## src/rtl/frz_pkg.sv

```systemverilog
package frz_pkg;
    // Upper address byte of the CPU stack page
    localparam logic [7:0] STACK_PAGE = 8'h01;
    // Number of back-to-back stack pushes that precede a vector fetch
    localparam int unsigned STACK_RUN = 3;

    typedef enum logic [1:0] {
        FRZ_IDLE   = 2'd0,
        FRZ_ARMED  = 2'd1,
        FRZ_FROZEN = 2'd2
    } frz_state_e;
endpackage

```

## src/rtl/frz_btn_qual.sv

```systemverilog
module frz_btn_qual #(
    parameter int unsigned CLK_MHZ = 125,
    parameter int unsigned HOLD_US = 2
) (
    input  logic clk,
    input  logic rst_n,
    input  logic enable_i,
    input  logic btn_i,
    output logic qual_o
);
    localparam int unsigned HOLD_CYC = CLK_MHZ * HOLD_US;
    localparam int unsigned CW       = $clog2(HOLD_CYC + 2);
    localparam logic [CW-1:0] LIMIT  = CW'(HOLD_CYC);
    localparam logic [CW-1:0] SAT    = CW'(HOLD_CYC + 1);

    typedef struct packed {
        logic [CW-1:0] cnt;
    } qual_st_t;

    qual_st_t st_d, st_q;
    logic     qual_c;

    always_comb begin
        st_d   = st_q;
        qual_c = 1'b0;
        if (!enable_i) begin
            st_d.cnt = '0;
        end else if (btn_i) begin
            if (st_q.cnt != SAT) begin
                st_d.cnt = st_q.cnt + 1'b1;
            end
        end else begin
            qual_c   = (st_q.cnt > LIMIT);
            st_d.cnt = '0;
        end
    end

    always_ff @(posedge clk or negedge rst_n) begin
        if (!rst_n) begin
            st_q <= '0;
        end else begin
            st_q <= st_d;
        end
    end

    assign qual_o = qual_c;

    // a qualified press is only reported on a release
    p_qual_on_release_r3: assert property (@(posedge clk) disable iff (!rst_n)
        qual_o |-> !btn_i);
    // a qualified press needs a hold count above the threshold
    p_qual_needs_hold_r2: assert property (@(posedge clk) disable iff (!rst_n)
        qual_o |-> (st_q.cnt == SAT));
endmodule

```

## src/rtl/frz_stack_mon.sv

```systemverilog
module frz_stack_mon
    import frz_pkg::*;
#(
    parameter int unsigned ADDR_W = 16
) (
    input  logic              clk,
    input  logic              rst_n,
    input  logic              arm_i,
    input  logic [ADDR_W-1:0] addr_i,
    input  logic              rw_i,
    input  logic              phi2_i,
    output logic              push_done_o
);
    localparam int unsigned RW = $clog2(STACK_RUN);
    localparam logic [RW-1:0] LAST = RW'(STACK_RUN - 1);

    typedef struct packed {
        logic          phi2;
        logic [RW-1:0] run;
    } mon_st_t;

    mon_st_t st_d, st_q;
    logic    cyc_end_c;
    logic    stack_wr_c;
    logic    done_c;

    always_comb begin
        st_d       = st_q;
        st_d.phi2  = phi2_i;
        cyc_end_c  = st_q.phi2 && !phi2_i;
        stack_wr_c = !rw_i && (addr_i[ADDR_W-1:ADDR_W-8] == STACK_PAGE);
        done_c     = 1'b0;
        if (!arm_i) begin
            st_d.run = '0;
        end else if (cyc_end_c) begin
            if (stack_wr_c) begin
                if (st_q.run == LAST) begin
                    done_c   = 1'b1;
                    st_d.run = '0;
                end else begin
                    st_d.run = st_q.run + 1'b1;
                end
            end else begin
                st_d.run = '0;
            end
        end
    end

    always_ff @(posedge clk or negedge rst_n) begin
        if (!rst_n) begin
            st_q <= '0;
        end else begin
            st_q <= st_d;
        end
    end

    assign push_done_o = done_c;

    // the run counter never passes the final push index
    p_run_bounded_r6: assert property (@(posedge clk) disable iff (!rst_n)
        st_q.run <= LAST);
    // a cycle end that is not a stack write leaves an empty run
    p_run_breaks_r6: assert property (@(posedge clk) disable iff (!rst_n)
        (arm_i && cyc_end_c && !stack_wr_c) |=> (st_q.run == '0));
    // no completion while not armed
    p_idle_quiet_r10: assert property (@(posedge clk) disable iff (!rst_n)
        !arm_i |-> !push_done_o);
endmodule

```

## src/rtl/frz_flags.sv

```systemverilog
module frz_flags
    import frz_pkg::*;
(
    input  logic clk,
    input  logic rst_n,
    input  logic qual_i,
    input  logic push_done_i,
    input  logic restore_i,
    output logic armed_o,
    output logic frozen_o
);
    typedef struct packed {
        frz_state_e state;
    } flag_st_t;

    flag_st_t st_d, st_q;

    always_comb begin
        st_d = st_q;
        unique case (st_q.state)
            FRZ_IDLE: begin
                if (qual_i) begin
                    st_d.state = FRZ_ARMED;
                end
            end
            FRZ_ARMED: begin
                if (push_done_i) begin
                    st_d.state = FRZ_FROZEN;
                end
            end
            FRZ_FROZEN: begin
                if (restore_i) begin
                    st_d.state = FRZ_IDLE;
                end
            end
            default: st_d.state = FRZ_IDLE;
        endcase
    end

    always_ff @(posedge clk or negedge rst_n) begin
        if (!rst_n) begin
            st_q.state <= FRZ_IDLE;
        end else begin
            st_q <= st_d;
        end
    end

    assign armed_o  = (st_q.state == FRZ_ARMED);
    assign frozen_o = (st_q.state == FRZ_FROZEN);

    // armed and frozen are never both set
    p_flags_exclusive_r5: assert property (@(posedge clk) disable iff (!rst_n)
        !(armed_o && frozen_o));
    // the freeze state is only reached from the armed state
    p_freeze_from_armed_r5: assert property (@(posedge clk) disable iff (!rst_n)
        $rose(frozen_o) |-> $past(armed_o));
    // the armed state holds until the push run completes
    p_armed_waits_r7: assert property (@(posedge clk) disable iff (!rst_n)
        (armed_o && !push_done_i) |=> armed_o);
    // while frozen only a restore leaves, and nothing re-arms
    p_frozen_holds_r8: assert property (@(posedge clk) disable iff (!rst_n)
        (frozen_o && !restore_i) |=> (frozen_o && !armed_o));
    // a restore while frozen returns to idle
    p_restore_exits_r9: assert property (@(posedge clk) disable iff (!rst_n)
        (frozen_o && restore_i) |=> (!frozen_o && !armed_o));
endmodule

```

## src/rtl/freeze_ctl.sv

```systemverilog
module freeze_ctl #(
    parameter int unsigned CLK_MHZ = 125,
    parameter int unsigned HOLD_US = 2,
    parameter int unsigned ADDR_W  = 16
) (
    input  logic              clk,
    input  logic              rst_n,
    input  logic              btn_i,
    input  logic [ADDR_W-1:0] bus_addr_i,
    input  logic              bus_rw_i,
    input  logic              bus_phi2_i,
    input  logic              restore_i,
    output logic              irq_pull_o,
    output logic              nmi_pull_o,
    output logic              freeze_map_o,
    output logic              btn_en_o
);
    logic qual_w;
    logic push_done_w;
    logic armed_w;
    logic frozen_w;

    frz_btn_qual #(
        .CLK_MHZ (CLK_MHZ),
        .HOLD_US (HOLD_US)
    ) u_qual (
        .clk      (clk),
        .rst_n    (rst_n),
        .enable_i (!frozen_w),
        .btn_i    (btn_i),
        .qual_o   (qual_w)
    );

    frz_stack_mon #(
        .ADDR_W (ADDR_W)
    ) u_stack (
        .clk         (clk),
        .rst_n       (rst_n),
        .arm_i       (armed_w),
        .addr_i      (bus_addr_i),
        .rw_i        (bus_rw_i),
        .phi2_i      (bus_phi2_i),
        .push_done_o (push_done_w)
    );

    frz_flags u_flags (
        .clk         (clk),
        .rst_n       (rst_n),
        .qual_i      (qual_w),
        .push_done_i (push_done_w),
        .restore_i   (restore_i),
        .armed_o     (armed_w),
        .frozen_o    (frozen_w)
    );

    assign irq_pull_o   = armed_w;
    assign nmi_pull_o   = armed_w;
    assign freeze_map_o = frozen_w;
    assign btn_en_o     = !frozen_w;

    // both interrupt requests move together
    p_irq_nmi_pair_r4: assert property (@(posedge clk) disable iff (!rst_n)
        irq_pull_o == nmi_pull_o);
    // the button is never enabled while the freeze map is forced
    p_lockout_r8: assert property (@(posedge clk) disable iff (!rst_n)
        freeze_map_o |-> !btn_en_o);
    // entering the freeze map drops the interrupt requests
    p_release_irq_r5: assert property (@(posedge clk) disable iff (!rst_n)
        $rose(freeze_map_o) |-> !irq_pull_o);
endmodule

```

## config.mk

```make
export PLATFORM = sky130hd
export DESIGN_NAME = freeze_ctl
export DESIGN_NICKNAME = d
export VERILOG_FILES = /design/src/rtl/frz_pkg.sv /design/src/rtl/frz_btn_qual.sv /design/src/rtl/frz_stack_mon.sv /design/src/rtl/frz_flags.sv /design/src/rtl/freeze_ctl.sv
export SDC_FILE = /design/constraint.sdc
export NUM_CORES = 1
export LEC_CHECK = 0
export ABC_AREA = 1
export BUFFER_PORTS_ARGS = -buffer_cell sky130_fd_sc_hd__buf_2
export CAP_MARGIN = 20
export CELL_PAD_IN_SITES_DETAIL_PLACEMENT = 0
export CELL_PAD_IN_SITES_GLOBAL_PLACEMENT = 1
export CORE_MARGIN = 2
export CORE_UTILIZATION = 36
export DETAILED_ROUTE_END_ITERATION = 10
export PLACE_DENSITY = 0.87
export RECOVER_POWER = 50
export REMOVE_ABC_BUFFERS = 1
export SYNTH_ARGS = -nofsm -noshare
export SYNTH_HDL_FRONTEND = slang
export SYNTH_SLANG_ARGS = --single-unit
export TNS_END_PERCENT = 1
```

## constraint.sdc

```tcl
create_clock -name clk -period 2.8 [get_ports clk]
set_clock_uncertainty 0.05 [all_clocks]
set_input_delay 0.14 -clock clk [delete_from_list [all_inputs] [get_ports clk]]
set_output_delay 0.14 -clock clk [all_outputs]
set_load 0.005 [all_outputs]
```

======== Yosys cells after proc, flatten, opt, wreduce, memory -nomap -nowiden ========
Cells that the tools add are included.
Widths: inputs -> output; s select.
word-level totals
  bits in registers ....................... 13
  input port bits ......................... 22
  output and inout port bits .............. 4
  word-level logic and storage cells ...... 41
cells by class
  add/sub/neg operators ................... 2
  order comparisons ....................... 1
  eq/ne operators ......................... 10
  muxes and demuxes ....................... 17
  reduce and logical (&&, ||, !) cells .... 7
operators by type and width
  operator             count
  $mux 8               3
  $mux 2               7
  $add 8x1->8 const B  1
  $eq 8x1->1 const B   1
  $gt 8x8->1 const B   1
  $ne 2x2->1 const B   4
  $ne 8x8->1 const B   1
  $mux 1               6
  $pmux 2 s3           1
  $eq 2x2->1 const B   2
  $logic_not 1->1      3
  $ne 3x1->1 const B   1
  $reduce_and 3->1     1
  $add 2x1->2 const B  1
  $eq 2x1->1 const B   1
  $logic_and 1x1->1    2
  $logic_not 2->1      1

======== Longest topological paths before layout ========
Gate-level depths: netlist (run 1).
  depth after elaboration ................. 7
  depth in mapped cells ................... 7
  depth with buffers taken out ............ 7

======== By module ========
Synthesis (run 1) repeated with hierarchy kept, for this count alone.
unflattened totals
  cell total of the unflattened synthesis .. 116
  area total of the unflattened synthesis .. 805.8 µm²
by module, submodules not included
  module         times used  cells an instance  area each (µm²)  seq. area each (µm²)
  frz_btn_qual   1           72                 511.7            200.2
  frz_stack_mon  1           28                 182.7            75.1
  frz_flags      1           14                 100.1            50.0
  freeze_ctl     1           2                  11.3             0.0

======== Least setup slack after synthesis (run 1) ========
Ideal clock, no wire load.
  kind .................................... reg-to-reg
  start point ............................. reg u_qual.st_q[0] in the netlist's numbering
  end point ............................... reg u_qual.st_q[2] in the netlist's numbering
  setup time .............................. 0.063 ns
  arrival ................................. 1.024 ns
  required time ........................... 2.687 ns
  setup slack ............................. 1.663 ns
  cell stages (with the launch flop) ...... 7
  buffers on the path ..................... 0
  period minus slack after synthesis ...... 1.137 ns
  cell sequence ........................... dfrtp_1 > ha_1 > nand2_1 > inv_1 > nor3_1 > nand3_1 > inv_1
on the way
  cells in the longest elaborated chain, start to end .. 4
  elaborated cells on any way between the ends .. 6
  classes of those cells .................. 1 x add/sub; 2 x eq/ne; 3 x mux
RTL lines
  item                    line                RTL
  start, declared         frz_btn_qual.sv:20  qual_st_t st_d, st_q;
  start signal, assigned  frz_btn_qual.sv:42  st_q <= st_d;
  $add 8x1->8             frz_btn_qual.sv:30  st_d.cnt = st_q.cnt + 1'b1;
  $mux 8                  frz_btn_qual.sv:29  if (st_q.cnt != SAT) begin
  $mux 8                  frz_btn_qual.sv:28  end else if (btn_i) begin
  $mux 8                  frz_btn_qual.sv:26  if (!enable_i) begin
Parallel ways exist; a longest one is shown, timed or not. The select of a mux whose other input is x is not followed.
A chain may end at the register's enable or synchronous reset.

======== Final worst setup path (run 1) ========
  start point ............................. reg u_flags.st_q[1] in the netlist's numbering
  end point ............................... out irq_pull_o
on the way
  cells in the longest elaborated chain, start to end .. 1
RTL lines
  item                    line              RTL
  start, declared         frz_flags.sv:16   flag_st_t st_d, st_q;
  start signal, assigned  frz_flags.sv:44   st_q <= st_d;
  $eq 2x1->1              frz_flags.sv:48   assign armed_o = (st_q.state == FRZ_ARMED);
  end, declared           freeze_ctl.sv:13  output logic irq_pull_o,
Every way passes these cells.

==> impl.org, run 1 <==
** Timing
- Final setup violation count :: 0
- The tightest hold path in the finished design has a slack of around 0.063 ns.
- Pins over their slew limit :: 0
- Adding up every negative setup slack in the final design gives 0 ns.
- The final-report hold violation count is 0.
- In the finished design, the share of the clock period the worst path needs comes to 0.456.
- Final critical delay including setup and external delays :: ~1.3 ns
- At the pin with the least slew margin, the transition time is a little over 0.7 ns.
- Based on the critical path, the design can be clocked at up to around 800 MHz.
- Unrepaired setup endpoints after global routing :: false
- Once routing completed, OpenROAD measured the worst setup slack at roughly 1.5 ns.
- Headroom to the max-slew limit :: 0.525

** Route
- 1st-iter DRT viols :: 7
- The final layout contains routed wiring with a total length of approximately 1500 um.
- The pre-antenna-repair detailed-routing pass consisted of 4 iterations.
- Routed wirelength normalized by instance count :: between 8 and 9 um
- Total DRC errors in the routed layout :: 0
- Routed via count divided by cell count :: 4.34
- Detail Route Antenna Nets :: 0
- The detailed router placed about 720 vias in this run.

** Run
- Number of max-cap violations :: 0

** Synth
- Register area share after synthesis :: 0.410
- Number of different library cells in the post-synthesis netlist :: 17
- During synthesis, Yosys emitted a total of 0 warnings.
- The cell area that synthesis handed to floorplanning was ~790 um^2.
- After synthesis, the mean cell area works out to 6.78 um^2.
- Cell count after synthesis :: ~120
- Synthesis inferred 13 register bits.

** Final layout
- For this run, the post-layout net count is 164.
- In the layout the commonest cells are nand2_1, nor2_1, inv_1.
- Of the cells placed in the final design, the portion with a size suffix greater than 1 is 0.187.
- Fillers :: approximately 210
- Utilization of the core after routing :: 0.469
- # diodes :: 0
- Area added between synthesis and finish :: 19.6%
- The sequential cells in the finished layout cover a total of between 300 and 400 um^2.
- In the final layout, the multi-input gates occupy around 380 um^2.
- Commonest non-fill, non-tap cell in the layout :: nand2_1

** Power and ir drop
- Dividing total power by cell area gives a power density of ~360 mW/mm^2.
- Static Leak :: 0.492 nW
- Total power draw :: around 0.35 mW
- Across the VDD grid, the largest voltage drop is 0.000202 V.

** CTS
- Number of buffers created by CTS :: 3
- CTS Sinks :: 13
- Number of gates resized after cts :: 0
- CTS tree :: done
- In this run, post-CTS hold repair placed 2 buffers.
- H-tree Lvls :: 1
- Insertion delay of the later-clocked pin in the worst-skew pair :: 0.27 ns
- Clock-pin slew was measured on the worst setup and hold paths at approximately 0.080 ns.
- Root Buffer :: clkbuf_4
- Number of post-CTS setup repair buffers :: 0
- Buffers from clock root to sink, at most :: 2

** Min path
- For hold timing, the worst endpoint is u_flags.st_q[1].
- Hold Crit Class :: in2reg
- Number of instances on the worst hold path :: 3
- In this run the most critical hold path is launched from restore_i.

** Die
- The initial utilization of the core area, before any placement, comes to 0.392.
- During I/O placement, the number of pins put on the boundary was 26.
- The initialized floorplan defines 16 standard-cell rows.
- The total area inside the core boundary comes to roughly 0.0020 mm^2.
- The die is a little over 50 um tall.
- Total die area :: ~0.0026 mm^2
- Die W :: ~50 um

** Worst setup path
- The worst register-to-register path has a depth of 6.
- Beginning of the critical path :: u_flags.st_q[1]
- In this run the worst path has a maximum fanout of 5.
- Reg2Reg Launch Point :: u_qual.st_q[0]
- In this run the critical register-to-register path is captured at u_qual.st_q[6].
- Crit path required time :: 2.61 ns
- Setup CP Type :: reg2out
- Nature of the critical path startpoint :: flip-flop
- Register-to-register setup slack :: ~1.5 ns
- Critical path capture point type :: output pin
- STA puts the critical path data arrival time at approximately 1.1 ns.

** Placed design
- In this run the tool buffered the top-level ports with 17 buffer cells.
- Final GP Congestion :: 0.773
- Detailed placement ended at an HPWL of approximately 1200 um.
- OpenSTA, run right after detailed placement, puts the worst setup slack at 1.54 ns.

** Global routing
- For this run the aggregate overflow at the end of global routing stands at 0.
- Number of antenna violations at the first check in global routing :: 0
- Entering global routing, the biggest net connects 14 pins.
- Via count of the first global-routing pass :: 720
- Total track usage :: 0.143
- First-pass GRT wire length :: around 2900 um

** Status
- Result of the run :: finished clean
## area by class of cell
| class | instances | share of cell area |
|---|---|---|
| well taps | 27 | 0.0356 |
| multi-input cells | 81 | 0.398 |
| repair buffers | 19 | 0.108 |
| inverters | 22 | 0.0871 |
| flip-flops and latches | 13 | 0.343 |
| clock buffers | 4 | 0.0277 |
## sequential cells by signal, summed over array words and instances (netlist names)
signal and cells:
u_qual.st_q 8, u_stack.st_q 3, u_flags.st_q 2
## metal layers
layer  up-vias  track usage  wire [um]
met5         -            0          0
met4         0       0.0270          0
met3         0       0.0351         51
met2         8        0.242        703
met1       316        0.186        726
li1        397            -          -
## synthesized netlist by cell type
| cell | n | area share |
|---|---|---|
| ha_1 | 2 | 0.032 |
| buf_4 | 1 | 0.0095 |
| a21oi_1 | 3 | 0.019 |
| nor2_4 | 2 | 0.028 |
| nand3_1 | 11 | 0.069 |
| nand4_1 | 1 | 0.0079 |
| or2_1 | 1 | 0.0079 |
| nor2_1 | 23 | 0.11 |
| dfrtp_1 | 13 | 0.41 |
| inv_1 | 19 | 0.090 |
| nor2_2 | 2 | 0.016 |
| nand2_1 | 29 | 0.14 |
| o21ai_1 | 1 | 0.0063 |
| inv_2 | 3 | 0.014 |
| nor3_1 | 2 | 0.013 |
| o21ai_0 | 3 | 0.019 |
| nor3_2 | 1 | 0.013 |
## how the worst max path moves through the flow
stage	slack (ns)	cells past startpoint	endpoint
after floorplan	1.66	6	u_qual.st_q[2]
after global placement	1.55	6	u_qual.st_q[6]
after detailed placement	1.54	6	u_qual.st_q[6]
after CTS	1.51	4	irq_pull_o
after global routing	1.40	6	u_qual.st_q[2]
final	1.52	4	irq_pull_o
## report_power, final
group | switching, mW | internal, mW | total [mW]
Clock | 0.0586 | 0.0550 | 0.114
Sequential | 0.00457 | 0.192 | 0.196
Combinational | 0.0193 | 0.0161 | 0.0354
## logic make-up after synthesis
logic type                 count (synthesis)  synth area share
and+or+nand+nor                           72             0.401
buffers and inverters                     23             0.114
DFF                                       13             0.410
AOI/OAI and AO/OA                          7            0.0441
adders and majority gates                  2            0.0315
## critical path, stage by stage, from the launching register on
cell and delay [ns]:
dfrtp_1 0.39, inv_2 0.08, nand2_1 0.09, inv_1 0.13
buf_2 0.13
## per-stage QoR
stage | cell area (um^2) | instances
global placement | 905 | 160
floorplan | 786 | 116
global route | 948 | 166
finish | 948 | 166
detailed placement | 905 | 160
CTS | 951 | 166
Note: power is estimated with default switching activity, not from simulation.
==> inputs of run 2 (changes only) <==
- CORE_UTILIZATION: 36 -> 33
- PLACE_DENSITY: 0.87 -> 0.81
- clock period: 2.8 -> 1.3 ns (I/O delays scaled with it)
==> run 2 against run 1 <==
Net effect: final cell count grew 2.4%; power grew 130%; flip-flop and latch count unchanged; combinational power increased to 2.7 times the previous value; global-route usage shrank 0.56 points; clock power up 130%; final area grew 4.2%; sequential power up 120%; non-clock buffer count increased by 3; count of clock-buffer cells in the layout is the same; critical path type is now reg2reg; largest cell class unchanged; largest power group unchanged.
==> impl.org, run 2 (synthesis results as in run 1) <==
** Status
- The flow ran to the end, and the final reports show no timing, DRC or antenna violations.

** CTS
- The clock input transition at the sequential cells of the worst setup and hold paths was 0.08 ns (about the same).
- CTS Sinks :: 13 (unchanged)
- The clock network latency to the later pin of the worst-skew pair was 0.28 ns (about the same).
- CTS tree :: done
- The level count of the clock H-tree is 1 (unchanged).
- Number of buffers created by CTS :: 3 (unchanged)
- Buffers from clock root to sink, at most :: 2 (unchanged)
- Root Buffer :: clkbuf_4

** Global routing
- Via count of the first global-routing pass :: 635 (-12%)
- The all-layer global routing usage is 0.138 (-0.00562).
- The number of antenna violations at the first check in global routing is 0 (unchanged).
- The pin count of the biggest net entering global routing came to 14 (unchanged).
- The sum of overflow across all layers after global routing is 0 (unchanged).
- The global-route wire length before repair was 2670 um (-7.0%).

** Timing
- The number of slew-limit violations in the final report was 0 (unchanged).
- Unrepaired setup endpoints after global routing :: true
- The final setup violation count came to 0 (unchanged).
- The smallest clock period supported by the final layout is computed as between 1 and 1.5 ns.
- Share of the clock period used by the worst path :: 0.972
- Final worst setup slack :: 0.0362 ns (-1.49 ns)
- For this run, the top clock speed supported by timing is 791 MHz.
- Count of final hold-check violations :: 0 (unchanged)
- Worst hold slack across all endpoints :: 0.0980 ns (+0.0351 ns)
- The slew of the pin with the lowest slew margin is 0.726 ns (+0.0136 ns).
- The max-slew headroom at the worst pin came to 0.516 (-0.00906).
- Setup TNS Final :: 0 ns (unchanged)

** Die
- Area of the core :: 0.00223 mm^2 (+10%)
- Chip height :: 53.0 um (+4.1%)
- Total die area :: 0.00281 mm^2 (+8.4%)
- The initial core utilization is 0.355 (-0.0371).
- Die W :: 53.0 um (+4.1%)
- The number of placement rows is 17 (+1).
- Number of ports placed on the die boundary :: 26 (unchanged)

** Final layout
- The largest registers in the layout are u_qual.st_q (8), u_stack.st_q (3), u_flags.st_q (2).
- Leaving out fill and tap cells, the most frequent cell in the layout is nand2_1.
- Relative to the synthesized area, the layout overhead comes to 24.6%.
- Ratio of cells with drive above 1 in the final layout :: 0.239 (+0.0524)
- The number of nets in the finished design came to 167 (+1.8%).
- # diodes :: 0 (unchanged)
- The utilization of the core after routing was 0.443 (-0.0265).
- Counting flops per register, the top entry is u_qual.st_q.
- The number of standard cells in the final layout excluding fillers is 170 (+2.4%).
- Leaving out fill and tap cells, the most frequent cells in the layout are nand2_1, nor2_1, inv_1.
- The flip-flop count of the largest register, all copies and words added was 8 (unchanged).

** Route
- Total DRC errors in the routed layout :: 0 (unchanged)
- The residual antenna-violating net count after detailed routing is 0 (unchanged).
- 1st-iter DRT viols :: 12 (+5)
- The routed via count was 731 (+1.4%).
- Total routed wirelength :: 1600 um (+8.3%)
- The number of optimization iterations in the first detailed-route pass is 4 (unchanged).
- Routed wirelength normalized by instance count :: 9.44 um (+5.8%)
- The via-per-instance ratio is 4.30 (-1.0%).

** Power and ir drop
- Pwr dens :: 786 mW/mm^2 (+120%)
- Static Leak :: 0.502 nW (+2.1%)
- The largest vdd supply drop was 0.000432 V (+110%).

** Worst setup path
- Nature of the critical path startpoint :: flip-flop
- Buffers & Inverters on Critical Path :: 1 (-2)
- The required time of the worst setup path came to 1.46 ns (-1.15 ns).
- The highest net fanout along the worst path was 3 (-2).
- Setup CP Type :: reg2reg
- Critical path capture point type :: flip-flop
- Walking the worst path, the cells encountered are buf_4 > ha_1 > nor3_2 > nand2_1 > o21ai_1.
- The data arrival time of the critical path came to 1.43 ns (+0.34 ns).
- Broken down by cell family, the worst path's largest delay share belongs to flip-flops.
- Delay of the slowest critical-path stage :: 0.42 ns (+0.03 ns)
- Cell type of the slowest stage on the worst timing path :: dfrtp_1

** Placed design
- Final GP Congestion :: 0.761 (-1.5%)
- The number of port buffers came to 17 (unchanged).
- Placed cell count :: 162 (+1.3%)
- The post-detailed-placement half-perimeter wirelength was 1240 um (+0.16%).
- Post-Place Worst Slack :: 0.0412 ns (-1.50 ns)

** Run
- Number of max-cap violations :: 0 (unchanged)

** Min path
- The min-delay analysis places its worst path in the category in2reg.
[run 2: power by group]
part | switching (mW) | total, mW | internal, mW
Clock | 0.140 | 0.260 | 0.119
Combinational | 0.0485 | 0.0945 | 0.0460
Sequential | 0.00952 | 0.423 | 0.413
[run 2: per-layer routing]
layer / part of all wire / up-vias / global-route usage
met3: 0.038 / 5 / 0.0339
met4: 0.033 / 0 / 0.115
li1: - / 403 / -
met1: 0.50 / 310 / 0.170
met2: 0.43 / 13 / 0.198
met5: 0 / - / 0
[run 2: worst min-delay path, stage by stage]
cell     delay [ns]
buf_2          0.08
nor2_1         0.04
nand2_1        0.05
nor2_1         0.03
nand3_1        0.05
nand2_1        0.05
nand2_1        0.05
[run 2: per-stage QoR]
stage / total power [mW] / area (um^2)
2_1_floorplan: 0.469 / 786
3_3_place_gp: 0.507 / 913
3_5_place_dp: 0.511 / 913
4_1_cts: 0.789 / 970
5_1_grt: 0.828 / 988
6_report: 0.777 / 988
[run 2: final cells by class]
cell class / instances / area (um^2)
Clock buffer: 4 / 26.3
Fill cell: 239 / 1240
Inverter: 22 / 82.6
Multi-Input combinational cell: 81 / 390
Sequential cell: 13 / 325
Tap cell: 28 / 35.0
Timing Repair Buffer: 22 / 129
[run 2: what timing repair did]
action | CTS | global route
endpoints found under the setup margin | 0 | 6
buffers inserted | 0 | 1
gates resized for setup | 0 | 6
hold endpoints to repair | 15 | 0
hold buffers | 3 | 0
[run 2: path summary, 6_finish.rpt]
kind,from,to,slack [ns],cells after the start
setup / recovery,u_qual.st_q[1],u_qual.st_q[1],0.04,5
hold / removal,bus_addr_i[14],u_flags.st_q[0],0.1,7
setup reg to reg,u_qual.st_q[1],u_qual.st_q[1],0.04,5
hold reg to reg,u_qual.st_q[6],u_qual.st_q[6],0.46,2
max in group asynchronous,rst_n,u_qual.st_q[3],0.45,2
min in group asynchronous,rst_n,u_stack.st_q[2],0.29,2
==> inputs of run 3 (changes only) <==
- ABC_AREA: 1 -> not set
- ABC_CLOCK_PERIOD_IN_PS: not set -> 1300
- CORE_UTILIZATION: 33 -> 34
- PLACE_DENSITY: 0.81 -> 0.8
==> run 3 against run 2 <==
Net effect: the run now ends with negative setup slack left; sequential share of layout area rose by 1.1 points; final area fell by 3.3%; first-iteration DRC count decreased by 42%; largest power group unchanged.
==> impl.org, run 3 <==
** Final layout
- Most used cells in the layout excluding fill and tap cells :: buf_2, dfrtp_1, buf_4
- Ratio of cells with drive above 1 in the final layout :: 0.373 (+0.133)
- Leaving out fill and tap cells, the most frequent cell in the layout is buf_2.
- The number of inserted diodes is 0 (unchanged).
- The number of nets in the finished design was 127 (-24%).
- More flip-flops sit in one register than any other, and that register is u_qual.st_q.
- Largest registers :: u_qual.st_q (8), u_stack.st_q (3), u_flags.st_q (2)
- The total of fill cells in the finished design was 200 (-16%).
- Utilization of the core after routing :: 0.487 (+0.0447)
- From synthesis to final layout, the design area changed by 35.9%.
- Number of flip-flops under the largest register name :: 8 (unchanged)

** Timing
- Final worst setup slack :: -0.302 ns (-0.338 ns)
- The final-report hold violation count was 0 (unchanged).
- The time the final worst path needs with I/O delays and setup is 1.60 ns (+0.338 ns).
- The final setup violation count was 5 (+5).
- The final clock period utilization by the worst path is 1.23 (+0.260).
- Pins over their slew limit :: 0 (unchanged)
- Worst hold slack across all endpoints :: 0.0264 ns (-0.0716 ns)
- Setup repair after global routing could not meet its margin everywhere.
- The slew of the pin with the lowest slew margin came to 0.742 ns (+0.0156 ns).
- Achievable frequency :: 624 MHz (-21%)
- The max-slew headroom at the worst pin was 0.506 (-0.0104).

** Synth
- The number of distinct standard cells referenced by the synthesized netlist is 25 (+8).
- The register area share after synthesis came to 0.463 (+0.0525).
- The synthesized area divided by synthesized cell count is 9.90 um^2 (+46%).
- Post-synthesis cell area :: 703 um^2 (-11%)
- Biggest area contributors in the synthesized netlist :: dfrtp_1, nor3_1, a21oi_1
- The number of enable flip-flop cells after synthesis came to 0 (unchanged).
- Sorting the synthesized cells by how often they occur yields dfrtp_1, nor3_1, a21oi_1, inv_1, nand2_1.
- Among all cell types in the netlist, the one instantiated most often is dfrtp_1.
- The Yosys warning count was 0 (unchanged).
- Post-synthesis async set-or-reset flop share :: 1.00 (unchanged)
- The gate count after technology mapping came to 71 (-39%).
- Synth area leader :: dfrtp_1
- The number of synthesized register bits came to 13 (unchanged).
- The top-area cell type share of the netlist area came to 0.463 (+0.0525).
- The most used flip-flop cell after synthesis is dfrtp_1.

** CTS
- CTS tree :: done
- Insertion delay of the later-clocked pin in the worst-skew pair :: 0.28 ns (about the same)
- Buffers from clock root to sink, at most :: 2 (unchanged)
- Clock Pin Slew Worst Setup and Hold Paths :: 0.08 ns (about the same)
- The number of buffers inserted during clock tree synthesis was 3 (unchanged).
- CTS placed an instance of clkbuf_4 at the clock tree root.
- CTS Sinks :: 13 (unchanged)
- Number of post-CTS setup repair buffers :: 0 (unchanged)
- The level count of the clock H-tree is 1 (unchanged).

** Power and ir drop
- The sequential fraction of design power is 0.548 (+0.004).
- Static Leak :: 0.427 nW (-15%)
- Switching share of power :: 0.247 (-0.00839)
- The total chip power came to 0.772 mW (-0.69%).
- The clock network fraction of total power was 0.335 (about the same).
- The power dissipated by switching net loads is 0.191 mW (-4.0%).
- The power per cell area is 807 mW/mm^2 (+2.7%).
- The largest vdd supply drop came to 0.000434 V (+0.39%).
- Combinational Power Share :: 0.117 (-0.005)
- Internal power :: 0.581 mW (+0.43%)

** Die
- Initial core utilization :: 0.358 (+0.00324)
- Die W :: 49.5 um (-6.7%)
- Number of ports placed on the die boundary :: 26 (unchanged)
- The die area was 0.00245 mm^2 (-13%).
- Chip height :: 49.5 um (-6.7%)
- Number of placement rows :: 16 (-1)
- Area of the core :: 0.00196 mm^2 (-12%)

** Placed design
- The post-detailed-placement half-perimeter wirelength came to 1140 um (-7.7%).
- Number of buffers added on ports :: 17 (unchanged)
- The worst setup slack after placement is -0.301 ns (-0.342 ns).
- Final GP Congestion :: 0.818 (+7.4%)

** Global routing
- The number of antenna violations at the first check in global routing came to 0 (unchanged).
- The all-layer global routing usage was 0.139 (+0.00185).
- Final global-route overflow total :: 0 (unchanged)
- Largest net degree at the start of global routing :: 14 (unchanged)
- First-pass GRT wire length :: 2570 um (-3.9%)
- Via count of the first global-routing pass :: 606 (-4.6%)

** Worst setup path
- List of cells traversed by the critical path :: or4b_4 > or4_4 > o2bb2ai_2
- For this design, the slowest cell found on the critical path is or4_4.
- STA classifies the critical path startpoint as a flip-flop.
- Setup CP Type :: reg2reg
- The highest net fanout along the worst path came to 2 (-1).
- The required time of the worst setup path was 1.42 ns (-0.04 ns).
- Critical path capture point type :: flip-flop
- Data arrival time at the worst-slack endpoint :: 1.72 ns (+0.29 ns)
- The largest stage delay on the critical path is 0.51 ns (+0.09 ns).

** Route
- Total via count after detailed routing :: 638 (-13%)
- The detailed router's first-iteration violation count was 7 (-5).
- The number of remaining DRC errors was 0 (unchanged).
- The average detailed-routed wire length per instance came to 12.0 um (+28%).
- The via-per-instance ratio came to 4.95 (+15%).
- Drt pass-1 iters :: 6 (+2)
- Total routed wirelength :: 1550 um (-3.2%)
- The residual antenna-violating net count after detailed routing came to 0 (unchanged).

** Min path
- Hold Crit Class :: in2reg

** Status
- The flow ran to the end, but the final reports show violations.
- Violations in the final reports :: negative setup slack

** Run
- Number of max-cap violations :: 0 (unchanged)
## run 3: worst max-delay path: cells and delay by family, from the launching register on
kind	cells	cell delay [ns]
DFF	1	0.35
AOI/OAI and AO/OA	1	0.13
and+or+nand+nor	2	0.97
## run 3: kinds of logic (layout without fill, tap and decap cells)
kind of cell,after synthesis,count (layout),share of synthesized area
compound gates,16,16,0.165
xor+xnor,2,2,0.0249
fa+ha+maj,2,2,0.0356
buf+inv,6,37,0.0374
flops,13,13,0.463
simple gates,32,32,0.274
## run 3: cell type report
type                       count  area (um^2)  area share
multi-input combinational     52          378       0.395
inverter                       5         18.8      0.0196
sequential                    13          325       0.340
timing repair buffer          28          174       0.182
clock buffer                   4         26.3      0.0275
tap                           27         33.8      0.0353
## run 3: timing repair
action                                 4_1_cts  5_1_grt
hold buffers                                 3        0
endpoints found under the hold margin       15        0
pin swaps                                    1        2
setup endpoints to repair                    6       11
gates resized for setup                      2        6
## run 3: power groups by stage
stage	clock, mW	sequential (mW)	combinational [mW]
2_1_floorplan	0	0.430	0.0315
3_3_place_gp	0	0.430	0.0784
3_5_place_dp	0	0.431	0.0812
4_1_cts	0.263	0.423	0.0899
5_1_grt	0.282	0.425	0.101
6_report	0.259	0.423	0.0901
## run 3: stage by stage
step           TNS [ns]  instance area, um^2  std cells
6_report         -0.796                  956        129
4_1_cts          -0.808                  937        129
3_3_place_gp     -0.653                  875        122
2_1_floorplan    -0.455                  696         70
5_1_grt           -1.25                  956        129
3_5_place_dp     -0.797                  875        122
## run 3: path summary, 6_finish.rpt
path                                 start         endpoint  slack (ns)  depth (start not counted)
max in group asynchronous            rst_n  u_stack.st_q[1]        0.43                          2
min in group asynchronous            rst_n   u_qual.st_q[5]        0.31                          2
hold reg to reg            u_stack.st_q[0]  u_stack.st_q[0]        0.55                          2
hold / removal                       btn_i  u_flags.st_q[0]        0.03                          4
setup / recovery           u_stack.st_q[2]  u_flags.st_q[0]       -0.30                          3
setup reg to reg           u_stack.st_q[2]  u_flags.st_q[0]       -0.30                          3
## run 3: per-layer routing
metal / up-vias / GRT usage / part of all wire
li1: 326 / - / -
met1: 299 / 0.162 / 0.46
met2: 11 / 0.243 / 0.50
met3: 2 / 0.0273 / 0.027
met4: 0 / 0.0694 / 0.012
met5: - / 0 / 0
